[config.mk]
export PLATFORM = sky130hd
export DESIGN_NAME = err_report_gate
export DESIGN_NICKNAME = d
export VERILOG_FILES = /design/src/rtl/err_gate_pkg.sv /design/src/rtl/err_gate_classify.sv /design/src/rtl/err_gate_decide.sv /design/src/rtl/err_gate_fwd.sv /design/src/rtl/err_report_gate.sv
export SDC_FILE = /design/constraint.sdc
export NUM_CORES = 1
export LEC_CHECK = 0
export BUFFER_PORTS_ARGS = -buffer_cell sky130_fd_sc_hd__buf_2
export CORE_MARGIN = 8
export CORE_UTILIZATION = 42
export CTS_BUF_LIST = sky130_fd_sc_hd__clkbuf_16
export CTS_CLUSTER_DIAMETER = 200
export DETAILED_ROUTE_END_ITERATION = 10
export PLACE_DENSITY_LB_ADDON = 0.1
export SLEW_MARGIN = 5
export SYNTH_ARGS = -nofsm -noshare
export SYNTH_HDL_FRONTEND = slang
export SYNTH_SLANG_ARGS = --single-unit
[constraint.sdc]
create_clock -name clk -period 0.8 [get_ports clk]
set_input_delay 0.16 -clock clk [delete_from_list [all_inputs] [get_ports clk]]
set_output_delay 0.16 -clock clk [all_outputs]
set_load 0.1 [all_outputs]
[src/rtl/err_gate_pkg.sv]
package err_gate_pkg;

  localparam int STS_W = 32;
  localparam int DEV_W = 4;

  typedef enum logic [1:0] {
    SEV_NONE     = 2'd0,
    SEV_COR      = 2'd1,
    SEV_NONFATAL = 2'd2,
    SEV_FATAL    = 2'd3
  } sev_e;

  // positions whose meaning other logic depends on
  localparam int UNC_UR_POS  = 20;
  localparam int COR_ADV_POS = 13;

  localparam logic [STS_W-1:0] UNC_SUPP_DEF  = 32'h03FF_F031;
  localparam logic [STS_W-1:0] COR_SUPP_DEF  = 32'h0000_F1C1;
  localparam logic [STS_W-1:0] UNC_FATAL_DEF = 32'h0006_2031;
  localparam logic [STS_W-1:0] COR_ADV_BIT   = STS_W'(1) << COR_ADV_POS;

  // device status flag positions
  localparam int DS_COR = 0;
  localparam int DS_NF  = 1;
  localparam int DS_FAT = 2;
  localparam int DS_UR  = 3;

  function automatic logic single_bit(input logic [STS_W-1:0] v);
    return (v != '0) && ((v & (v - STS_W'(1))) == '0);
  endfunction

  function automatic logic is_uncor(input logic [1:0] code);
    return (code == SEV_NONFATAL) || (code == SEV_FATAL);
  endfunction

endpackage

[src/rtl/err_gate_classify.sv]
module err_gate_classify
  import err_gate_pkg::*;
#(
  parameter logic [STS_W-1:0] UNC_SUPP     = UNC_SUPP_DEF,
  parameter logic [STS_W-1:0] COR_SUPP     = COR_SUPP_DEF,
  parameter logic [STS_W-1:0] UNC_FATAL    = UNC_FATAL_DEF,
  parameter bit               SEV_FROM_REG = 1'b1
) (
  input  logic [STS_W-1:0] ev_status,
  input  logic             ev_cor,
  input  logic             ev_adv,
  input  logic [STS_W-1:0] unc_sev,
  output logic [STS_W-1:0] bit_vec,
  output logic             ok,
  output logic             is_ur,
  output logic             is_fatal,
  output logic             take_adv,
  output logic             cor_path
);

  logic [STS_W-1:0] fatal_map;

  // per-bit choice between register-driven and fixed severity
  for (genvar g = 0; g < STS_W; g++) begin : g_sev
    if (SEV_FROM_REG) begin : g_reg
      assign fatal_map[g] = unc_sev[g];
    end else begin : g_fix
      assign fatal_map[g] = UNC_FATAL[g] | (unc_sev[g] & 1'b0);
    end
  end

  assign bit_vec  = ev_status & (ev_cor ? COR_SUPP : UNC_SUPP);
  assign ok       = single_bit(bit_vec);
  assign is_ur    = !ev_cor && bit_vec[UNC_UR_POS];
  assign is_fatal = !ev_cor && ((bit_vec & fatal_map) != '0);
  assign take_adv = !ev_cor && !is_fatal && ev_adv;
  assign cor_path = ev_cor || take_adv;

endmodule

[src/rtl/err_gate_decide.sv]
module err_gate_decide
  import err_gate_pkg::*;
(
  input  logic             ev_valid,
  input  logic             ev_cor,
  input  logic [STS_W-1:0] bit_vec,
  input  logic             ok,
  input  logic             is_ur,
  input  logic             is_fatal,
  input  logic             take_adv,
  input  logic             cor_path,
  input  logic [STS_W-1:0] unc_mask,
  input  logic [STS_W-1:0] cor_mask,
  input  logic             serr_en,
  input  logic             cor_rep_en,
  input  logic             nf_rep_en,
  input  logic             fat_rep_en,
  input  logic             ur_rep_en,
  output logic [DEV_W-1:0] dev_set,
  output logic [STS_W-1:0] cor_set,
  output logic [STS_W-1:0] unc_set,
  output logic             send,
  output logic [1:0]       sev,
  output logic             log,
  output logic             reject
);

  logic [STS_W-1:0] cor_bit;
  assign cor_bit = ev_cor ? bit_vec : COR_ADV_BIT;

  always_comb begin
    dev_set = '0;
    cor_set = '0;
    unc_set = '0;
    send    = 1'b0;
    sev     = SEV_NONE;
    log     = 1'b0;
    reject  = ev_valid && !ok;
    if (ev_valid && ok) begin
      if (cor_path) begin
        dev_set[DS_COR] = 1'b1;
        dev_set[DS_UR]  = is_ur;
        cor_set         = cor_bit;
        if ((cor_mask & cor_bit) == '0) begin
          if (take_adv) begin
            unc_set = bit_vec;
            log     = ((unc_mask & bit_vec) == '0);
          end
          send = cor_rep_en && (!is_ur || ur_rep_en);
          sev  = send ? SEV_COR : SEV_NONE;
        end
      end else begin
        dev_set[DS_FAT] = is_fatal;
        dev_set[DS_NF]  = !is_fatal;
        dev_set[DS_UR]  = is_ur;
        unc_set         = bit_vec;
        if ((unc_mask & bit_vec) == '0) begin
          log = 1'b1;
          if (is_ur && !ur_rep_en && !serr_en) begin
            send = 1'b0;
          end else if (is_fatal) begin
            send = serr_en || fat_rep_en;
          end else begin
            send = serr_en || nf_rep_en;
          end
          if (send) sev = is_fatal ? SEV_FATAL : SEV_NONFATAL;
        end
      end
    end
  end

endmodule

[src/rtl/err_gate_fwd.sv]
module err_gate_fwd
  import err_gate_pkg::*;
(
  input  logic       clk,
  input  logic       rst_n,
  input  logic       up_valid,
  input  logic [1:0] up_sev,
  input  logic       bridge_serr_en,
  input  logic       serr_en,
  input  logic       nf_rep_en,
  input  logic       fat_rep_en,
  output logic       fwd_valid,
  output logic [1:0] fwd_sev,
  output logic       sec_rcv_serr,
  output logic       sig_serr
);

  logic up_uncor, pass_bridge, pass_dev, sev_ok;

  assign up_uncor    = up_valid && is_uncor(up_sev);
  assign pass_bridge = up_uncor && bridge_serr_en;
  assign pass_dev    = pass_bridge && serr_en;
  assign sev_ok      = (up_sev == SEV_FATAL) ? fat_rep_en : nf_rep_en;

  always_ff @(posedge clk or negedge rst_n) begin
    if (!rst_n) begin
      fwd_valid    <= 1'b0;
      fwd_sev      <= SEV_NONE;
      sec_rcv_serr <= 1'b0;
      sig_serr     <= 1'b0;
    end else begin
      fwd_valid <= pass_dev && sev_ok;
      fwd_sev   <= (pass_dev && sev_ok) ? up_sev : SEV_NONE;
      if (up_uncor) sec_rcv_serr <= 1'b1;
      if (pass_dev) sig_serr     <= 1'b1;
    end
  end

endmodule

[src/rtl/err_report_gate.sv]
module err_report_gate
  import err_gate_pkg::*;
#(
  parameter logic [STS_W-1:0] UNC_SUPP     = UNC_SUPP_DEF,
  parameter logic [STS_W-1:0] COR_SUPP     = COR_SUPP_DEF,
  parameter logic [STS_W-1:0] UNC_FATAL    = UNC_FATAL_DEF,
  parameter bit               SEV_FROM_REG = 1'b1
) (
  input  logic             clk,
  input  logic             rst_n,
  input  logic             ev_valid,
  input  logic [STS_W-1:0] ev_status,
  input  logic             ev_cor,
  input  logic             ev_adv,
  input  logic [STS_W-1:0] unc_mask,
  input  logic [STS_W-1:0] unc_sev,
  input  logic [STS_W-1:0] cor_mask,
  input  logic             serr_en,
  input  logic             cor_rep_en,
  input  logic             nf_rep_en,
  input  logic             fat_rep_en,
  input  logic             ur_rep_en,
  input  logic             bridge_serr_en,
  input  logic             up_valid,
  input  logic [1:0]       up_sev,
  output logic [STS_W-1:0] cor_status,
  output logic [STS_W-1:0] unc_status,
  output logic [DEV_W-1:0] dev_status,
  output logic             msg_valid,
  output logic [1:0]       msg_sev,
  output logic             log_req,
  output logic [STS_W-1:0] log_bit,
  output logic             ev_reject,
  output logic             fwd_valid,
  output logic [1:0]       fwd_sev,
  output logic             sec_rcv_serr,
  output logic             sig_serr
);

  // classification results, named for the checker
  logic [STS_W-1:0] bit_vec;
  logic             cls_ok, cls_ur, cls_fatal, cls_adv, cls_cor_path;

  // decision results
  logic [DEV_W-1:0] dev_set;
  logic [STS_W-1:0] cor_set, unc_set;
  logic             dec_send, dec_log, dec_reject;
  logic [1:0]       dec_sev;

  err_gate_classify #(
    .UNC_SUPP(UNC_SUPP), .COR_SUPP(COR_SUPP),
    .UNC_FATAL(UNC_FATAL), .SEV_FROM_REG(SEV_FROM_REG)
  ) u_cls (
    .ev_status(ev_status), .ev_cor(ev_cor), .ev_adv(ev_adv),
    .unc_sev(unc_sev), .bit_vec(bit_vec), .ok(cls_ok),
    .is_ur(cls_ur), .is_fatal(cls_fatal), .take_adv(cls_adv),
    .cor_path(cls_cor_path)
  );

  err_gate_decide u_dec (
    .ev_valid(ev_valid), .ev_cor(ev_cor), .bit_vec(bit_vec),
    .ok(cls_ok), .is_ur(cls_ur), .is_fatal(cls_fatal),
    .take_adv(cls_adv), .cor_path(cls_cor_path),
    .unc_mask(unc_mask), .cor_mask(cor_mask), .serr_en(serr_en),
    .cor_rep_en(cor_rep_en), .nf_rep_en(nf_rep_en),
    .fat_rep_en(fat_rep_en), .ur_rep_en(ur_rep_en),
    .dev_set(dev_set), .cor_set(cor_set), .unc_set(unc_set),
    .send(dec_send), .sev(dec_sev), .log(dec_log), .reject(dec_reject)
  );

  always_ff @(posedge clk or negedge rst_n) begin
    if (!rst_n) begin
      cor_status <= '0;
      unc_status <= '0;
      dev_status <= '0;
      msg_valid  <= 1'b0;
      msg_sev    <= SEV_NONE;
      log_req    <= 1'b0;
      log_bit    <= '0;
      ev_reject  <= 1'b0;
    end else begin
      cor_status <= cor_status | cor_set;
      unc_status <= unc_status | unc_set;
      dev_status <= dev_status | dev_set;
      msg_valid  <= dec_send;
      msg_sev    <= dec_sev;
      log_req    <= dec_log;
      log_bit    <= dec_log ? bit_vec : '0;
      ev_reject  <= dec_reject;
    end
  end

  err_gate_fwd u_fwd (
    .clk(clk), .rst_n(rst_n), .up_valid(up_valid), .up_sev(up_sev),
    .bridge_serr_en(bridge_serr_en), .serr_en(serr_en),
    .nf_rep_en(nf_rep_en), .fat_rep_en(fat_rep_en),
    .fwd_valid(fwd_valid), .fwd_sev(fwd_sev),
    .sec_rcv_serr(sec_rcv_serr), .sig_serr(sig_serr)
  );

endmodule

==> metrics.txt, run 1 <==
crit start category primary input; Arrival @ worst endpoint between 2 and 2.5 ns; Routed Antenna Nets 0; Mapped Area between 0.003 and 0.004 mm²; sequential area share after synthesis 0.510; Hold Crit Class primary input to register; met3 wire len 1020 µm; post-synthesis register bit count 74; GRT Residual Overflow 0; CTS Root Cell clkbuf_16; most common cell after layout, fill and taps aside buf_12; share of cells above drive strength 1 0.683; commonest non-fill, non-tap cells in the layout 79 x buf_12, 77 x buf_2, 74 x dfrtp_4; GPL Wtd Cong around 0.95; drt pass-1 iters 5; largest net degree at the start of global routing 39; first-pass GRT wire length between 20000 and 25000 µm; worst hold slack roughly 0.044 ns; core area roughly 0.0086 mm²; worst skew pair latency between 0.3 and 0.4 ns; outcome finished, violations left; TritonCTS buffer count 9; Synth cell types 58; worst setup margin -1.10 ns; Horiz. Die Dim ~110 µm; routed wl met2 about 6900 µm; clock slew at reported path FFs 0.06 ns; P&R area growth vs syn 89.3%; Post-synth EDFFs 0; vias per inst around 5.3; dominant register cell in the synthesized netlist dfrtp_1; DIE AREA 0.0119 mm²; drt total wl between 10000 and 15000 µm; RSZ-0062 raised after global routing yes; VDD IR max 1.03 mV; final setup vio count 125; max frequency 527 MHz; clock tree buffer depth 2; overall power around 10 mW; initial drt markers around 200; Mapped Cells between 300 and 400; Post-synth ARST share 1.00; num rows 34; critical path endpoint category register; CTS tree done; Pleak between 3 and 4 nW; Crit path required time 1.02 ns; fin crit share 2.37; antenna violations before repair 0; routed len/inst between 20 and 25 µm; Placement Setup Slack -1.42 ns; Detailed Place HPWL 10300 µm; Final Hold Fails 0; Tot GR Track Use 0.221; WS Path Type primary input to register; post-route setup TNS -78.68 ns; DRC Markers 0; layout net count approximately 690; chip height 109 µm; DR top layer met4; failing checks setup timing; Yosys warnings 0; Power per Cell Area ~1400 mW/mm²; Initial Util 0.425; met1 WL around 5400 µm; synthesized area per cell 10.9 µm²; # diodes 0; clk_skew 0 ns; Ports 252; Slew Limit Fails 0; clock sinks 74; crit path time final between 1.5 and 2 ns; max_cap viols 0; IO Port Bufs between 150 and 200; H-tree levels 3; Vias approximately 3500; vias in the first global route about 3700; CP max FO 23
[power by group]
part           total (mW)  internal, mW  switching [mW]
Clock                3.66          2.09            1.57
Combinational        2.40         0.712            1.68
Sequential           3.84          3.80          0.0394
[critical path: stages]
cell	delay [ns]
buf_6	0.09
or3_4	0.42
a211oi_4	0.35
a221oi_2	0.11
nor4_2	0.36
nand3_1	0.18
buf_12	0.20
o31ai_1	0.25
[worst paths after layout]
check,start,end,slack [ns],cells after the start
worst min register to register,cor_status[16],cor_status[16],0.46,0
worst min-delay path,up_sev[1],u_fwd.sec_rcv_serr,0.04,2
min in group asynchronous,rst_n,unc_status[6],0.36,3
worst max register to register,unc_status[22],unc_status[22],-0.14,2
max in group asynchronous,rst_n,unc_status[12],0.22,3
worst max-delay path,ev_cor,dev_status[0],-1.10,8
[cell families (layout without fill, tap and decap cells)]
kind of cell    Yosys count  in the layout  share of synthesized area
flops                    74             74                      0.510
other cells               1             39                    0.00103
mux                       2              2                    0.00551
simple gates             71             71                      0.121
buf+inv                  89            273                      0.139
compound gates           96             96                      0.223
[per-stage QoR]
step	instance area [µm²]	std cells	utilization
4_1_cts	6720	653	0.786
5_1_grt	6880	663	0.804
3_3_place_gp	6200	625	0.725
3_5_place_dp	6200	625	0.725
6_report	6880	663	0.804
2_1_floorplan	4100	371	-
[metal layers]
layer	global-route usage	up-vias
met3	0.0473	37
li1	-	1581
met4	0.0938	0
met2	0.373	194
met5	0	-
met1	0.268	1721
[synth_stat cells (6+ instances only)]
cell	number	area (µm²)
a21oi_1	7	35.0
a221oi_1	6	52.6
a222oi_1	6	60.1
a22oi_1	8	60.1
a31o_2	12	105
a41o_1	12	120
buf_4	36	270
clkbuf_1	25	93.8
dfrtp_1	74	1850
inv_1	17	63.8
nand2_1	9	33.8
nand3_1	7	35.0
nor2_1	6	22.5
nor3_1	14	70.1
nor3_2	10	100
o21ai_0	6	30.0
[cell type report]
class	count	area (µm²)
Tap cell	108	135
Sequential cell	74	2130
Timing Repair Buffer	239	2670
Multi-Input combinational cell	208	1600
Clock inverter	7	45.0
Inverter	18	67.6
Fill cell	540	1670
Clock buffer	9	225
[what timing repair did]
| action | CTS | global route |
|---|---|---|
| buffers inserted | 10 | 7 |
| hold buffers | 1 | 0 |
| cloned | 1 | 3 |
| gates resized for setup | 28 | 9 |
| endpoints found under the hold margin | 74 | 0 |
| pin swaps | 13 | 17 |
| endpoints found under the setup margin | 125 | 125 |
[flip-flops by register name, indices dropped and copies added, names as in the netlist]
register / count
log_req: 1
u_fwd.sig_serr: 1
u_fwd.fwd_valid: 1
log_bit: 20
cor_status: 20
ev_reject: 1
msg_sev: 2
u_fwd.fwd_sev: 2
dev_status: 4
msg_valid: 1
u_fwd.sec_rcv_serr: 1
unc_status: 20
Note: power is estimated with default switching activity, not from simulation.
==> inputs of run 2 (changes only) <==
SKIP_LAST_GASP = 1   (was default)
==> run 2 against run 1 <==
Net effect: the flow still finishes with violations (setup timing); cell count is 0.15% higher; critical path depth stayed put; cell area is 0.44% higher; maximum frequency is 0.47% lower; non-clock buffer count stayed put; register-to-register slack hardly changed; global-route usage hardly changed; via count is 0.96% lower; die area stayed put; combinational power hardly changed; clock-buffer cell count stayed put; sequential share of layout area is 0.13 points lower; largest cell class unchanged.
==> metrics.txt, run 2 (same netlist as run 1, synthesis figures left out) <==
fin crit share 2.38 (was 2.37); DIE AREA 0.0119 mm² (unchanged); Non-Filler Instances 664 (was 663); TritonCTS buffer count 9 (unchanged); Pleak 3.12 nW (was 3.11 nW); Comb power frac 0.243 (was 0.242); largest net degree at the start of global routing 39 (unchanged); layout net count 692 (unchanged); core area 0.00855 mm² (unchanged); Initial Util 0.425 (unchanged); crit path time final 1.91 ns (was 1.90 ns); Power per Cell Area 1430 mW/mm² (was 1440 mW/mm²); max frequency 525 MHz (was 527 MHz); worst hold slack 0.0442 ns (about the same); Clock Power Share 0.370 (about the same); cell area after layout 0.00691 mm² (was 0.00688 mm²); first-pass GRT wire length 20100 µm (unchanged); drt pass-1 iters 5 (unchanged); Detailed Place HPWL 10300 µm (unchanged); GPL Wtd Cong 0.954 (unchanged); vias per inst 5.27 (was 5.33); drt total wl 13600 µm (was 13700 µm); fillers 530 (was 540); Horiz. Die Dim 109 µm (unchanged); worst skew pair latency 0.33 ns (about the same); CTS tree done (unchanged); Final Hold Fails 0 (unchanged); sequential power share 0.388 (about the same); GRT Residual Overflow 0 (unchanged); net load switching power 3.29 mW (was 3.30 mW); crit start category primary input (unchanged); most common cell after layout, fill and taps aside buf_12 (unchanged); CTS Root Cell clkbuf_16 (unchanged); RSZ-0062 raised after global routing yes (unchanged); CP max FO 23 (unchanged); antenna violations before repair 0 (unchanged); Crit path required time 1.02 ns (about the same); Ports 252 (unchanged); Sw Ratio 0.332 (was 0.333); clock slew at reported path FFs 0.06 ns (about the same); worst setup margin -1.11 ns (was -1.10 ns); VDD IR max 1.03 mV (about the same); Internal Pwr Total 6.61 mW (was 6.60 mW); Routed Antenna Nets 0 (unchanged); clk_skew 0 ns (unchanged); Tot GR Track Use 0.221 (about the same); final core area utilization 0.808 (was 0.804); clock tree buffer depth 2 (unchanged); IO Port Bufs 155 (unchanged); multi-input logic area 0.00162 mm² (was 0.00160 mm²); share of cells above drive strength 1 0.683 (unchanged); H-tree levels 3 (unchanged); routed len/inst 20.5 µm (was 20.6 µm); final setup vio count 125 (unchanged); post-placement cell area 0.00620 mm² (unchanged); outcome finished, violations left (unchanged); WS Path Type primary input to register (unchanged); DRC Markers 0 (unchanged); initial drt markers 187 (was 198); chip height 109 µm (unchanged); num rows 34 (unchanged); Vias 3499 (was 3533); overall power 9.90 mW (about the same); Slew Limit Fails 0 (unchanged); failing checks setup timing (unchanged); critical path endpoint category register (unchanged); max_cap viols 0 (unchanged); P&R area growth vs syn 90.1% (was 89.3%); Hold Crit Class primary input to register (unchanged); Reg area 0.00213 mm² (unchanged); vias in the first global route 3729 (was 3730); Largest regs cor_status: 20 flops, log_bit: 20 flops, unc_status: 20 flops (unchanged); Arrival @ worst endpoint 2.13 ns (was 2.12 ns); commonest non-fill, non-tap cells in the layout 79 x buf_12, 76 x buf_2, 74 x dfrtp_4 (was 79 x buf_12, 77 x buf_2, 74 x dfrtp_4); clock sinks 74 (unchanged); dpl cells 625 (unchanged)
run 2: cell types whose count changed in the layout (fill, tap and decap cells not counted), sizes merged:
cell / previous run / this run
diode: 0 / 1
run 2: layout make-up:
class / count / area share
timing repair buffer: 239 / 0.388
inverter: 18 / 0.00978
antenna: 1 / 0.000362
clock buffer: 9 / 0.0326
multi-input combinational: 208 / 0.235
tap: 108 / 0.0196
sequential: 74 / 0.308
clock inverter: 7 / 0.00652
run 2: timing repair:
action | 4_1_cts | 5_1_grt
cloned | 1 | 3
gates resized for setup | 28 | 12
pin swaps | 12 | 21
endpoints found under the setup margin | 125 | 125
setup buffers | 10 | 7
hold endpoints to repair | 74 | 0
hold buffers | 1 | 0
run 2: through the flow:
stage | setup TNS (ns) | setup slack, ns
floorplan | -57.82 | -1.16
global placement | -67.14 | -1.35
detailed placement | -70.05 | -1.42
CTS | -75.30 | -1.02
global route | -82.58 | -1.17
finish | -78.69 | -1.11
run 2: layer usage:
| layer | vias up | share of wire | GRT usage | wire length, µm |
|---|---|---|---|---|
| li1 | 1580 | - | - | - |
| met1 | 1715 | 0.40 | 0.269 | 5450 |
| met2 | 173 | 0.51 | 0.373 | 6870 |
| met3 | 31 | 0.070 | 0.0473 | 954 |
| met4 | 0 | 0.023 | 0.0938 | 314 |
| met5 | - | 0 | 0 | 0 |
run 2: path summary, 6_finish.rpt:
kind,cells past startpoint,slack (ns),start,to
min in group asynchronous,3,0.36,rst_n,unc_status[6]
worst max-delay path,8,-1.11,ev_cor,dev_status[0]
worst min-delay path,2,0.04,up_sev[1],u_fwd.sec_rcv_serr
worst min register to register,0,0.46,cor_status[16],cor_status[16]
worst max register to register,2,-0.14,unc_status[22],unc_status[22]
max in group asynchronous,3,0.22,rst_n,log_bit[13]
run 2: worst max-delay path, cell delays in order:
cell and delay, ns:
buf_6 0.09, or3_4 0.42, a211oi_4 0.34, a221oi_2 0.11, nor4_2 0.37, nand3_1 0.19, buf_12 0.20, o31ai_1 0.25
run 2: power by group through the flow:
| stage | clock [mW] | sequential (mW) | combinational [mW] |
|---|---|---|---|
| floorplan | 0 | 4.17 | 1.28 |
| global placement | 0 | 3.92 | 2.25 |
| detailed placement | 0 | 3.92 | 2.27 |
| CTS | 3.70 | 3.84 | 2.36 |
| global route | 3.88 | 3.84 | 2.51 |
| finish | 3.66 | 3.84 | 2.40 |
==> inputs of run 3 (changes only) <==
GPL_TIMING_DRIVEN = 0   (was default)
==> run 3 against run 2 <==
Net effect: clock-buffer cell count did not move; highest routed layer unchanged; the flow finishes with violations (hold timing, setup timing); cell count grew 2.1%; worst hold slack lost 0.28 ns; clock power rose by 12%; power is 5.1% higher; largest cell class unchanged; combinational power is 3% higher; non-clock buffer count grew 15; cell area increased by 3.2%; first-iteration DRC count is 48% higher; sequential cell count is the same; global-route usage is 2.3 points higher; critical endpoint is now msg_sev[0].
==> metrics.txt, run 3 (same netlist as run 1, synthesis figures left out) <==
met3 Track Usage GR 0.0579 (was 0.0473); failing checks hold timing, setup timing (was setup timing); net load switching power 3.46 mW (was 3.29 mW); Non-Filler Instances 678 (was 664); CP max FO 8 (was 23); WP buf/inv 3 (was 2); Placement Setup Slack -1.78 ns (was -1.42 ns); RSZ-0062 raised after global routing yes (unchanged); H-tree levels 3 (unchanged); final core area utilization 0.834 (was 0.808); sequential power share 0.369 (was 0.388); most common cell after layout, fill and taps aside buf_12 (unchanged); met2 Use GR 0.427 (was 0.373); layout net count 707 (was 692); Routed Antenna Nets 0 (unchanged); chip height 109 µm (unchanged); drt total wl 15600 µm (was 13600 µm); crit path time final 1.98 ns (was 1.91 ns); # diodes 0 (was 1); Vias 3692 (was 3499); Tot GR Track Use 0.244 (was 0.221); Arrival @ worst endpoint 2.20 ns (was 2.13 ns); worst-path cell chain clkbuf_2, a222oi_1, buf_4, nand2_1, nor4b_4, mux2i_1, buf_4, o211ai_1, a211oi_1 (was buf_6, or3_4, a211oi_4, a221oi_2, nor4_2, nand3_1, buf_12, o31ai_1); Horiz. Die Dim 109 µm (unchanged); DIE AREA 0.0119 mm² (unchanged); commonest non-fill, non-tap cells in the layout 79 x buf_12, 74 x dfrtp_4, 71 x buf_2 (was 79 x buf_12, 76 x buf_2, 74 x dfrtp_4); overall power 10.4 mW (was 9.90 mW); TritonCTS buffer count 9 (unchanged); core area 0.00855 mm² (unchanged); critical path's slowest cell a222oi_1 (was or3_4); vias per inst 5.45 (was 5.27); Top cell by count, worst path buf_4; worst hold slack -0.236 ns (was 0.0442 ns); Internal Pwr Total 6.94 mW (was 6.61 mW); WS Path Type primary input to register (unchanged); CP top delay family compound AO/OA/AOI/OAI gates (was simple AND/OR/NAND/NOR gates); crit start category primary input (unchanged); initial drt markers 277 (was 187); Final Hold Fails 30 (was 0); drt pass-1 iters 5 (unchanged); DRC Markers 0 (unchanged); Sw Ratio 0.332 (about the same); num rows 34 (unchanged); max_cap viols 0 (unchanged); max_slew headroom 0.665; Detailed Place HPWL 9700 µm (was 10300 µm); fin crit share 2.47 (was 2.38); CP peak stage delay 0.37 ns (was 0.42 ns); clock slew at reported path FFs 0.06 ns (about the same); share of cells above drive strength 1 0.679 (was 0.683); antenna violations before repair 0 (unchanged); first-pass GRT wire length 22100 µm (was 20100 µm); P&R area growth vs syn 96.2% (was 90.1%); Comb power frac 0.237 (was 0.243); Crit path required time 1.02 ns (about the same); Pleak 3.28 nW (was 3.12 nW); worst skew pair latency 0.33 ns (about the same); Ports 252 (unchanged); global route hottest layer met2 (unchanged); Slew Limit Fails 0 (unchanged); GRT met1 Usage 0.296 (was 0.269); Initial Util 0.425 (unchanged); vias in the first global route 3874 (was 3729); max frequency 505 MHz (was 525 MHz); critical path endpoint category register (unchanged); outcome finished, violations left (unchanged); CTS tree done (unchanged); clock tree buffer depth 2 (unchanged); final setup vio count 125 (unchanged); VDD IR max 1.06 mV (was 1.03 mV); dpl cells 629 (was 625); GRT Residual Overflow 0 (unchanged); Slew @ Worst Pin between 0.5 and 0.6 ns; Largest regs cor_status: 20 flops, log_bit: 20 flops, unc_status: 20 flops (unchanged); Power per Cell Area 1460 mW/mm² (was 1430 mW/mm²); Hold Crit Class primary input to async pin (was primary input to register); GPL Wtd Cong 0.848 (was 0.954); largest net degree at the start of global routing 45 (was 39); clk_skew 0 ns (unchanged); worst setup margin -1.18 ns (was -1.11 ns); IO Port Bufs 149 (was 155); CTS Root Cell clkbuf_16 (unchanged); Clock Power Share 0.394 (was 0.370); clock sinks 74 (unchanged); routed len/inst 23.0 µm (was 20.5 µm); post-route setup TNS -82.67 ns (was -78.69 ns)
==> run 3: cell types whose count changed in the layout (fill, tap and decap cells not counted), moves of 3 or more <==
cell	before	now
nand3_1	7	3
buf_8	2	5
buf_2	76	71
clkbuf_1	0	18
nand3_2	0	3
clkbuf_2	0	4
a31o_2	2	7
a31o_4	10	5
nor3_4	0	7
buf_4	69	62
nor3_1	11	5
==> run 3: area by class of cell <==
| cell class | count | area [µm²] |
|---|---|---|
| timing repair buffer | 183 | 2260 |
| sequential | 74 | 2130 |
| multi-input combinational | 208 | 1710 |
| fill | 449 | 1420 |
| buffer | 71 | 536 |
| clock buffer | 9 | 225 |
| tap | 108 | 135 |
| clock inverter | 7 | 68.8 |
| inverter | 18 | 68.8 |
==> run 3: through the flow <==
step | hold slack [ns] | area (µm²)
4_1_cts | -0.227 | 6880
5_1_grt | -0.213 | 7130
3_3_place_gp | 0.381 | 4980
3_5_place_dp | 0.119 | 5000
6_report | -0.236 | 7130
2_1_floorplan | -0.136 | 4100
==> run 3: worst paths after layout <==
kind                                start            endpoint  slack (ns)  cells past startpoint
min                                 rst_n         log_bit[22]       -0.24                      1
max                         ev_status[19]          msg_sev[0]       -1.18                      9
min in group clk                up_sev[1]  u_fwd.sec_rcv_serr        0.06                      2
min reg2reg                 unc_status[7]       unc_status[7]        0.54                      1
max in group asynchronous           rst_n           msg_valid        0.43                      2
max reg2reg                unc_status[13]      unc_status[13]       -0.15                      2
==> run 3: metal layers <==
metal  vias to the layer above  share of wire
li1                       1615              -
met1                      1856           0.38
met2                       192           0.54
met3                        29          0.061
met4                         0          0.020
met5                         -              0
==> run 3: timing repair <==
action                                  in CTS  in global routing
gates resized for setup                    359                 25
cloned                                       1                  2
setup buffers                               22                  8
endpoints found under the hold margin       30                 30
pin swaps                                   28                 16
endpoints found under the setup margin     125                125
==> run 3: power by group through the flow <==
stage                     Combinational [mW]  Clock (mW)  Sequential [mW]
final                                   2.47        4.09             3.84
after global routing                    2.57        4.27             3.84
after CTS                               2.36        4.05             3.84
after detailed placement                2.08           0             3.90
after global placement                  2.06           0             3.89
after floorplan                         1.28           0             4.17
